==> config.mk <==
export PLATFORM = sky130hd
export DESIGN_NAME = gfx_pkt_parser
export DESIGN_NICKNAME = d
export VERILOG_FILES = /design/src/rtl/gpp_pkg.sv /design/src/rtl/gpp_op_decode.sv /design/src/rtl/gpp_env_bank.sv /design/src/rtl/gpp_pkt_store.sv /design/src/rtl/gfx_pkt_parser.sv
export SDC_FILE = /design/constraint.sdc
export NUM_CORES = 1
export LEC_CHECK = 0
export BUFFER_PORTS_ARGS = -buffer_cell sky130_fd_sc_hd__buf_2
export CAP_MARGIN = 15
export CELL_PAD_IN_SITES_DETAIL_PLACEMENT = 1
export CELL_PAD_IN_SITES_GLOBAL_PLACEMENT = 2
export CORE_ASPECT_RATIO = 1.75
export CORE_MARGIN = 2
export CORE_UTILIZATION = 28
export CTS_CLUSTER_DIAMETER = 50
export DETAILED_ROUTE_END_ITERATION = 8
export PLACE_DENSITY = 0.6
export SYNTH_ARGS = -nofsm -noshare
export SYNTH_HDL_FRONTEND = slang
export SYNTH_SLANG_ARGS = --single-unit
==> constraint.sdc <==
create_clock -name clk -period 5.4 [get_ports clk]
set_clock_uncertainty 0.15 [all_clocks]
set_input_delay 0.54 -clock clk [delete_from_list [all_inputs] [get_ports clk]]
set_output_delay 0.54 -clock clk [all_outputs]
set_load 0.02 [all_outputs]
==> src/rtl/gpp_pkg.sv <==
package gpp_pkg;
  localparam int WORD_W = 32;
  localparam int OP_W   = 8;
  localparam int LEN_W  = 4;

  typedef enum logic [1:0] {ST_COLLECT, ST_DRAIN, ST_PIXEL} gpp_state_e;

  function automatic logic [LEN_W-1:0] extra_words(input logic [OP_W-1:0] op);
    logic [LEN_W-1:0] n;
    case (op) inside
      8'h02:           n = 4'd2;
      [8'h20:8'h23]:   n = 4'd3;
      [8'h24:8'h27]:   n = 4'd6;
      [8'h28:8'h2B]:   n = 4'd4;
      [8'h2C:8'h2F]:   n = 4'd8;
      [8'h30:8'h33]:   n = 4'd5;
      [8'h34:8'h37]:   n = 4'd8;
      [8'h38:8'h3B]:   n = 4'd7;
      [8'h3C:8'h3F]:   n = 4'd11;
      [8'h40:8'h43]:   n = 4'd2;
      [8'h48:8'h4F]:   n = 4'd3;
      [8'h50:8'h53]:   n = 4'd3;
      [8'h58:8'h5F]:   n = 4'd4;
      [8'h60:8'h63]:   n = 4'd2;
      [8'h64:8'h67]:   n = 4'd3;
      [8'h68:8'h6B]:   n = 4'd1;
      [8'h6C:8'h6F]:   n = 4'd2;
      [8'h70:8'h73]:   n = 4'd1;
      [8'h74:8'h77]:   n = 4'd2;
      [8'h78:8'h7B]:   n = 4'd1;
      [8'h7C:8'h7F]:   n = 4'd2;
      8'h80:           n = 4'd3;
      8'hA0:           n = 4'd2;
      8'hC0:           n = 4'd2;
      default:         n = 4'd0;
    endcase
    return n;
  endfunction
endpackage

==> src/rtl/gpp_op_decode.sv <==
module gpp_op_decode
  import gpp_pkg::*;
(
  input  logic [OP_W-1:0]  op,
  output logic [LEN_W-1:0] pkt_len,
  output logic             is_env,
  output logic             is_tex_flat,
  output logic             is_tex_shaded,
  output logic             is_img_wr,
  output logic             is_img_rd,
  output logic             marks_dirty
);
  always_comb begin
    pkt_len       = extra_words(op) + LEN_W'(1);
    is_env        = (op & 8'hF8) == 8'hE0;
    is_tex_flat   = (op & 8'hF4) == 8'h24;
    is_tex_shaded = (op & 8'hF4) == 8'h34;
    is_img_wr     = op == 8'hA0;
    is_img_rd     = op == 8'hC0;
    marks_dirty   = (op >= 8'h02) && (op < 8'hC0);
  end
endmodule

==> src/rtl/gpp_env_bank.sv <==
module gpp_env_bank #(
  parameter int DATA_W   = 32,
  parameter int NUM_ENV  = 8,
  parameter int TP_W     = 9,
  parameter int TP_REG   = 1,
  parameter int ST_REG   = 6,
  parameter int ST_LO_W  = 11,
  parameter int ST_HI_W  = 2,
  localparam int IDX_W   = $clog2(NUM_ENV),
  localparam int STAT_W  = ST_LO_W + ST_HI_W
) (
  input  logic              clk,
  input  logic              rst_n,
  input  logic              env_we,
  input  logic [IDX_W-1:0]  env_idx,
  input  logic [DATA_W-1:0] env_wdata,
  input  logic              tp_we,
  input  logic [TP_W-1:0]   tp_data,
  input  logic              stat_upd,
  input  logic [IDX_W-1:0]  env_sel,
  output logic [DATA_W-1:0] env_q,
  output logic [STAT_W-1:0] status_lo
);
  logic [NUM_ENV-1:0][DATA_W-1:0] env_vec;

  for (genvar i = 0; i < NUM_ENV; i++) begin : g_env
    logic [DATA_W-1:0] r;
    if (i == TP_REG) begin : g_tp
      always_ff @(posedge clk or negedge rst_n) begin
        if (!rst_n)                                r <= '0;
        else if (env_we && env_idx == IDX_W'(i))   r <= env_wdata;
        else if (tp_we)                            r[TP_W-1:0] <= tp_data;
      end
    end else begin : g_plain
      always_ff @(posedge clk or negedge rst_n) begin
        if (!rst_n)                                r <= '0;
        else if (env_we && env_idx == IDX_W'(i))   r <= env_wdata;
      end
    end
    assign env_vec[i] = r;
  end

  assign env_q = env_vec[env_sel];

  always_ff @(posedge clk or negedge rst_n) begin
    if (!rst_n)        status_lo <= '0;
    else if (stat_upd) status_lo <= {env_vec[ST_REG][ST_HI_W-1:0], env_vec[TP_REG][ST_LO_W-1:0]};
  end

  // status moves only on a packet-done update
  assert_status_steady_R9: assert property (@(posedge clk) disable iff (!rst_n)
    !stat_upd |=> $stable(status_lo));
endmodule

==> src/rtl/gpp_pkt_store.sv <==
module gpp_pkt_store #(
  parameter int DATA_W = 32,
  parameter int DEPTH  = 12,
  localparam int IDX_W = $clog2(DEPTH + 1)
) (
  input  logic              clk,
  input  logic              wr_en,
  input  logic [IDX_W-1:0]  wr_idx,
  input  logic [DATA_W-1:0] wr_data,
  input  logic [IDX_W-1:0]  rd_idx,
  output logic [DATA_W-1:0] rd_data
);
  logic [DEPTH-1:0][DATA_W-1:0] mem;

  for (genvar i = 0; i < DEPTH; i++) begin : g_slot
    logic [DATA_W-1:0] r;
    always_ff @(posedge clk) begin
      if (wr_en && wr_idx == IDX_W'(i)) r <= wr_data;
    end
    assign mem[i] = r;
  end

  always_comb begin
    rd_data = '0;
    for (int k = 0; k < DEPTH; k++)
      if (rd_idx == IDX_W'(k)) rd_data = mem[k];
  end
endmodule

==> src/rtl/gfx_pkt_parser.sv <==
module gfx_pkt_parser
  import gpp_pkg::*;
#(
  parameter int MAX_WORDS = 12,
  parameter int NUM_ENV   = 8,
  parameter int X_W       = 10,
  parameter int Y_W       = 9,
  parameter int TP_W      = 9,
  localparam int IDX_W    = $clog2(MAX_WORDS + 1),
  localparam int ESEL_W   = $clog2(NUM_ENV),
  localparam int PIX_W    = X_W + Y_W,
  localparam int STAT_W   = 13
) (
  input  logic              clk,
  input  logic              rst_n,
  input  logic              in_valid,
  input  logic [WORD_W-1:0] in_data,
  output logic              in_ready,
  output logic              out_valid,
  output logic [WORD_W-1:0] out_data,
  output logic              out_last,
  input  logic              out_ready,
  output logic              xfer_start,
  output logic              xfer_read,
  output logic [X_W-1:0]    xfer_x,
  output logic [Y_W-1:0]    xfer_y,
  output logic [X_W-1:0]    xfer_w,
  output logic [Y_W-1:0]    xfer_h,
  output logic              pix_valid,
  output logic [WORD_W-1:0] pix_data,
  output logic              pix_last,
  input  logic              pix_ready,
  input  logic [ESEL_W-1:0] env_sel,
  output logic [WORD_W-1:0] env_q,
  output logic [STAT_W-1:0] status_lo,
  output logic              fb_dirty,
  input  logic              dirty_clr
);
  gpp_state_e        state;
  logic [IDX_W-1:0]  idx, rd_idx;
  logic [LEN_W-1:0]  len_q;
  logic [OP_W-1:0]   op_q, op_sel;
  logic [X_W-1:0]    pos_x_q;
  logic [Y_W-1:0]    pos_y_q;
  logic [PIX_W-1:0]  pix_left;
  logic              pkt_done_q;
  logic [WORD_W-1:0] rd_data;

  logic [LEN_W-1:0]  len_sel;
  logic is_env, is_tf, is_ts, is_wr, is_rd, dirty_op;

  logic acc, last_in, first_in;
  logic [X_W-1:0]    sz_w;
  logic [Y_W-1:0]    sz_h;
  logic [PIX_W:0]    px_total;
  logic [PIX_W-1:0]  px_words;

  assign first_in = (idx == '0);
  assign op_sel   = first_in ? in_data[31:24] : op_q;

  gpp_op_decode u_dec (
    .op(op_sel), .pkt_len(len_sel), .is_env(is_env), .is_tex_flat(is_tf),
    .is_tex_shaded(is_ts), .is_img_wr(is_wr), .is_img_rd(is_rd), .marks_dirty(dirty_op)
  );

  assign acc      = in_valid && in_ready;
  assign last_in  = (idx == IDX_W'(len_sel - LEN_W'(1)));
  assign sz_w     = in_data[X_W-1:0];
  assign sz_h     = in_data[16 +: Y_W];
  assign px_total = (PIX_W+1)'(sz_w * sz_h) + (PIX_W+1)'(1);
  assign px_words = px_total[PIX_W:1];

  always_comb begin
    in_ready = 1'b0;
    case (state)
      ST_COLLECT: in_ready = 1'b1;
      ST_PIXEL:   in_ready = pix_ready;
      default:    in_ready = 1'b0;
    endcase
  end

  assign out_valid = (state == ST_DRAIN);
  assign out_data  = rd_data;
  assign out_last  = out_valid && (rd_idx == IDX_W'(len_q - LEN_W'(1)));
  assign pix_valid = (state == ST_PIXEL) && in_valid;
  assign pix_data  = in_data;
  assign pix_last  = pix_valid && (pix_left == PIX_W'(1));

  gpp_pkt_store #(.DATA_W(WORD_W), .DEPTH(MAX_WORDS)) u_store (
    .clk(clk), .wr_en(acc && state == ST_COLLECT), .wr_idx(idx), .wr_data(in_data),
    .rd_idx(rd_idx), .rd_data(rd_data)
  );

  gpp_env_bank #(.DATA_W(WORD_W), .NUM_ENV(NUM_ENV), .TP_W(TP_W)) u_env (
    .clk(clk), .rst_n(rst_n),
    .env_we(acc && state == ST_COLLECT && first_in && is_env),
    .env_idx(in_data[24 +: ESEL_W]), .env_wdata(in_data),
    .tp_we(acc && state == ST_COLLECT &&
           ((is_tf && idx == IDX_W'(4)) || (is_ts && idx == IDX_W'(5)))),
    .tp_data(in_data[TP_W-1:0]),
    .stat_upd(pkt_done_q), .env_sel(env_sel), .env_q(env_q), .status_lo(status_lo)
  );

  always_ff @(posedge clk or negedge rst_n) begin
    if (!rst_n) begin
      state <= ST_COLLECT; idx <= '0; rd_idx <= '0; len_q <= '0; op_q <= '0;
      pos_x_q <= '0; pos_y_q <= '0; pix_left <= '0; pkt_done_q <= 1'b0;
      xfer_start <= 1'b0; xfer_read <= 1'b0; xfer_x <= '0; xfer_y <= '0;
      xfer_w <= '0; xfer_h <= '0; fb_dirty <= 1'b0;
    end else begin
      pkt_done_q <= 1'b0;
      xfer_start <= 1'b0;
      if (acc && state == ST_COLLECT && first_in && dirty_op) fb_dirty <= 1'b1;
      else if (dirty_clr)                                     fb_dirty <= 1'b0;
      case (state)
        ST_COLLECT: if (acc) begin
          if (first_in) begin
            op_q  <= in_data[31:24];
            len_q <= len_sel;
          end
          if ((is_wr || is_rd) && idx == IDX_W'(1)) begin
            pos_x_q <= in_data[X_W-1:0];
            pos_y_q <= in_data[16 +: Y_W];
          end
          if (last_in) begin
            idx        <= '0;
            pkt_done_q <= 1'b1;
            if (is_wr || is_rd) begin
              xfer_start <= 1'b1;
              xfer_read  <= is_rd;
              xfer_x <= pos_x_q; xfer_y <= pos_y_q; xfer_w <= sz_w; xfer_h <= sz_h;
              if (is_wr && px_words != '0) begin
                pix_left <= px_words;
                state    <= ST_PIXEL;
              end
            end else begin
              rd_idx <= '0;
              state  <= ST_DRAIN;
            end
          end else begin
            idx <= idx + IDX_W'(1);
          end
        end
        ST_DRAIN: if (out_ready) begin
          if (out_last) state <= ST_COLLECT;
          else          rd_idx <= rd_idx + IDX_W'(1);
        end
        ST_PIXEL: if (acc) begin
          pix_left <= pix_left - PIX_W'(1);
          if (pix_left == PIX_W'(1)) state <= ST_COLLECT;
        end
        default: state <= ST_COLLECT;
      endcase
    end
  end

  // output held while stalled
  assert_out_hold_R3: assert property (@(posedge clk) disable iff (!rst_n)
    out_valid && !out_ready |=> out_valid && $stable(out_data) && $stable(out_last));
  // no input accepted while a packet drains
  assert_no_accept_drain_R2: assert property (@(posedge clk) disable iff (!rst_n)
    out_valid |-> !in_ready);
  // transfer start never shares a cycle with a packet word
  assert_xfer_quiet_R6: assert property (@(posedge clk) disable iff (!rst_n)
    xfer_start |-> !out_valid);
  // dirty flag is sticky until cleared
  assert_dirty_sticky_R8: assert property (@(posedge clk) disable iff (!rst_n)
    fb_dirty && !dirty_clr |=> fb_dirty);
  // pixel path goes quiet after its last word
  assert_pix_end_R7: assert property (@(posedge clk) disable iff (!rst_n)
    pix_valid && pix_ready && pix_last |=> !pix_valid);
endmodule

After elaboration in Yosys (flattened, before gate mapping):

Index checks and enable logic that the tools add are counted.

* add/subtract/negate cells: 7
* multiply operators: 1
* magnitude comparators: 43
* equality and inequality tests: 52
* mux-type cells: 73
* reduce and logical (&&, ||, !) cells: 71

Operators with widths (number)
* $mux W32: 13
* $mux W4: 29
* $bmux W32 S3: 1
* $ge A8 B7 Y1 const B: 12
* $le A8 B7 Y1 const B: 12
* $mux W19: 5
* $ge A8 B6 Y1 const B: 8
* $le A8 B6 Y1 const B: 8
* $logic_and A1 B1 Y1: 53
* $pmux W19 S2: 1
* $eq A4 B3 Y1 const B: 8
* $eq A4 B4 Y1 const B: 8
* $eq A8 B8 Y1 const B: 3
* $add A19 B1 Y20 const B: 1
* $eq A19 B1 Y1 const B: 1
* $mul A10 B9 Y19: 1
* $reduce_bool A19 Y1: 1
* $sub A19 B1 Y19 const B: 1
* $mux W2: 9
* $mux W9: 2
* $eq A4 B2 Y1 const B: 4
* $add A4 B1 Y4 const B: 3
* $eq A3 B3 Y1 const B: 4
* $reduce_and A6 Y1: 2
* 30 further kinds: 57

* flip-flop bits (word level): 755
* bits of input ports: 41
* output and inout port bits: 155
* word-level logic and storage cells: 285

Depth between registers and ports, before layout:

* word-level depth: 33
* gate-level depth with buffers: 24
* gate-level depth less buffers: 19

Hierarchy:

Synthesis repeated with hierarchy kept, for this count alone.

* cell total of the unflattened synthesis: 2528
* area, all modules: 36470.0 sq um

By module, submodules not included
* gpp_pkt_store: times used 1, cells an instance 887, area each 15250.9 sq um, seq. area each 11531.1 sq um
* gpp_env_bank: times used 1, cells an instance 702, area each 12220.5 sq um, seq. area each 6731.5 sq um
* gfx_pkt_parser: times used 1, cells an instance 875, area each 8554.5 sq um, seq. area each 2552.4 sq um
* gpp_op_decode: times used 1, cells an instance 64, area each 444.2 sq um, seq. area each 0.0 sq um

Worst setup path after synthesis:

Ideal clock, no wire load.

* path kind: in2reg
* from: input port in_data[5]
* to: register pix_left[16]
* data arrival time: 5.697 ns
* setup slack: -0.591 ns
* stages on the path: 21
* path buffers: 5
* path through: clkbuf_1 clkbuf_1 nand2_1 fa_1 fa_1 fa_1 fa_1 inv_1 ha_1 clkbuf_2 o21a_1 o21ba_2 a2111o_1 nand3_1 o221ai_1 or4b_1 o211ai_2 and2_1 buf_6 buf_6 o211ai_1

* word-level cells in the longest chain between the ends: 7
* elaborated cells on any way between the ends: 11
* those cells by class: add/sub (1); mul (1); eq/ne (1); mux (5); reduce/logical (3)

Ends and longest elaborated chain
* from (decl): line gfx_pkt_parser.sv:17 `input logic [WORD_W-1:0] in_data,`
* $mul A10 B9 Y19 (*): line gfx_pkt_parser.sv:70 `assign px_total = (PIX_W+1)'(sz_w * sz_h) + (PIX_W+1)'(1);`
* $add A19 B1 Y20 (*): line gfx_pkt_parser.sv:70
* branches (longest 5 deep; another with $reduce_bool A19 Y1)
* to (signal assigned): line gfx_pkt_parser.sv:133 `pix_left <= px_words;`
* to (signal assigned): line gfx_pkt_parser.sv:149 `pix_left <= pix_left - PIX_W'(1);`
* to (decl): line gfx_pkt_parser.sv:45 `logic [PIX_W-1:0] pix_left;`

Mark *: on every way between the ends. The select of a mux whose other input is x is not followed.
A chain may end at the register's enable or synchronous reset.

Final worst setup path:

* from: input port in_data[4]
* to: register pix_left[10]

Same word-level chain as after synthesis.

==> flow_summary.ini <==
[run_status]
outcome = complete, no violations

[logic_synthesis]
ys.flop_type = edfxtp_1
async_reset_ff_share_pct = 49.1
ys_seq_area_share_pct = 59.4
synth_top_area_share_pct = 32.9
synth.most_common_cell = edfxtp_1
ys.warnings.count = 0
netlist_instances = 2543
syn_avg_cell_area_um2 = 13.8
synth_top_area_cell = edfxtp_1
yosys_register_bits = 755
synth_area_leaders = edfxtp_1 (33%), dfrtp_1 (26%), mux2_2 (8.3%)
synth_commonest_cells = edfxtp_1 (384), dfrtp_1 (371), mux2_2 (258)
syn_nets = 2698
ys_types = 86
synth_edf_count = 384
syn_area_um2 = 35000

[grt]
grt_pass1_wl_um = 163000
grt_antenna_before_repair = 8
grt_max_degree = 139
grt_pass1_vias = 25300
overflow = 0
track_usage_pct = 16.8

[layout]
final_area_um2 = 41700
finalNetCount = 2950
drive_above_1_share_pct = 33.3
fin_cells = 4508
syn2layout_area_growth_pct = 19.1
fillCellCount = 13200

[floorplan]
die_w_um = 271
die_area_um2 = 128000
start_util_pct = 28.2
core_region_area_um2 = 124000
die_y_um = 472
top_level_ports = 196
num_rows = 171

[power_and_ir_drop]
p_leak_nw = 17.9
power.total_mw = 14.4
p_per_area_nw_per_um2 = 346
worst_ir_drop_vdd_uv = 217

[timing]
fin_crit_sh_pct = 96.6
worstMarginPinSlew_ns = 1.10
setup_violations = 0
maxSlewViolCount = 0
fmax_mhz = 192
finalCriticalPeriod_ns = 5.22
finalHoldViolations = 0
slew_headroom_pct = 26.7

[detailed_routing]
antenna_left = 0
first_pass_iters = 8
dr.first_iter.drc_count = 1215
wl_per_cell_um = 23.6
routed_wl_um = 107000
viasPerCell = 4.92
drc_errors = 0
vias = 22200

[worst_setup_path]
cp.required_ns = 5.80
crit_slowest_cell = fa_1
path_max_fanout = 19
path_delay_family = adder cells
crit_buf_inv = 4
endpoint_kind = register
path_cells = buf_2 > buf_12 > nand2_1 > fa_1 > inv_1 > fa_1 > fa_1 > fa_1 > ha_4 > a21oi_2 > o21ai_0 > a2111o_1 > nand3_1 > o221ai_1 > or4b_1 > o211ai_2 > buf_12 > a22oi_1 > o22a_1
start_kind = primary input
crit_arrival_ns = 5.61
rrSetupSlack_ns = 0.49
crit_top_cell = fa_1
slowest_delay_ns = 0.58
crit_type = primary input to register

[clock_tree]
clock-sinks = 755
cts_tree = done
clk_pin_slew_ns = 0.06
insertion_delay_ns = 0.70
cts_htree_levels = 3
clock_path_buffers = 3
cts_made_buffers = 82
root_buffer = clkbuf_16

[place]
dp.cells = 4350
placed_area_um2 = 38700
io_buffers = 195
dp_hpwl_um = 71400
place.gp.congestion = 0.800

[min_path]
hold_path_class = primary input to register

[flow_run]
max_cap_violations = 0
worst reg2reg max path, delay by kind of cell, from the launching register on:
| kind | cells | cell delay [ns] |
|---|---|---|
| AND/OR/NAND/NOR | 4 | 1.64 |
| buffers and inverters | 2 | 0.39 |
| AO/OA/AOI/OAI | 5 | 1.21 |
| multiplexers | 1 | 0.39 |
| adder cells (fa/ha/maj) | 2 | 0.64 |
| flip-flops | 1 | 0.42 |
final timing paths:
kind / startpoint / to / depth (start not counted)
setup / recovery: in_data[4] / pix_left[10] / 19
hold / removal: in_data[2] / u_store.g_slot[8].r[2] / 1
setup reg to reg: idx[0] / xfer_y[4] / 14
hold reg to reg: u_env.g_env[6].r[26] / u_env.g_env[6].r[26] / 1
max in group asynchronous: rst_n / u_env.g_env[3].r[24] / 3
min in group asynchronous: rst_n / xfer_x[8] / 2
repair_timing:
item,CTS,global route
pin swaps,0,3
setup buffers,0,1
setup endpoints to repair,17,20
hold buffers,3,0
endpoints found under the hold margin,88,0
resized for setup,2,12
cell usage in the layout (no fill, tap or decap), types with 12 or more instances in the layout:
cell type    n
edfxtp_1   384
dfrtp_1    371
mux2_2     258
buf_2      188
buf_4      175
nand2_1    166
nor2_1     138
inv_1       90
clkbuf_16   84
and2_1      68
mux4_2      64
a221oi_1    64
nand3_1     55
o21ai_0     54
fa_1        53
ha_1        51
nor3_1      46
a31oi_1     43
mux2_4      38
a21oi_1     36
nand2b_1    33
a211o_1     33
a222oi_1    32
xnor2_1     20
clkinv_2    17
o211ai_1    14
buf_12      14
or2_2       12
nor2b_1     12
kinds of logic (layout without fill, tap and decap cells):
group,count (synthesis),after routing,share of synthesized area [%]
AOI/OAI and AO/OA,359,359,7.70
muxes,369,369,14.3
and+or+nand+nor,612,612,8.64
xor gates and xnor gates,26,26,0.650
other,0,2,0
adders and majority gates,114,114,5.27
DFF,755,755,59.4
buffers and inverters,308,628,4.04
per-layer routing:
layer	track usage, %	wire (um)	up-vias
li1	-	-	9862
met1	20.4	44600	11800
met2	30.8	56300	421
met3	2.36	3800	113
met4	4.26	1930	0
met5	0	0	-
per-stage QoR:
stage | setup TNS [ns] | setup WS [ns] | utilization [%] | hold slack, ns
final | 0 | 0.184 | 33.6 | 0.0371
after global routing | -0.000163 | -0.000163 | 33.6 | 0.0111
after CTS | 0 | 0.0152 | 33.6 | 0.0224
after detailed placement | -15.15 | -0.837 | 31.2 | 0.303
after global placement | -12.69 | -0.680 | 31.2 | 0.293
after floorplan | -2.58 | -0.182 | - | 0.0944
power breakdown:
part	switching (mW)	internal (mW)
Clock	2.55	3.43
Sequential	0.0292	6.08
Combinational	1.19	1.16
registers in the layout, indices dropped and copies added (netlist names), 8 cells and up:
register,flops
op_q,8
u_env.status_lo,13
pos_x_q,10
xfer_y,9
pix_left,19
xfer_h,9
u_store.g_slot.r,384
pos_y_q,9
xfer_x,10
xfer_w,10
u_env.g_env.r,256
layout make-up:
class                   instances  area, um^2  share of cell area, %
repair buffers                386        2620                   6.28
flip-flops and latches        755       20800                   49.9
diodes                          2        5.00                 0.0120
clock inverters                52         664                   1.59
inverters                      90         338                  0.810
multi-input cells            1480       13000                   31.2
clock buffers                 100        2210                   5.30
well taps                    1643        2060                   4.93
Power figures use the tool's default switching activity.
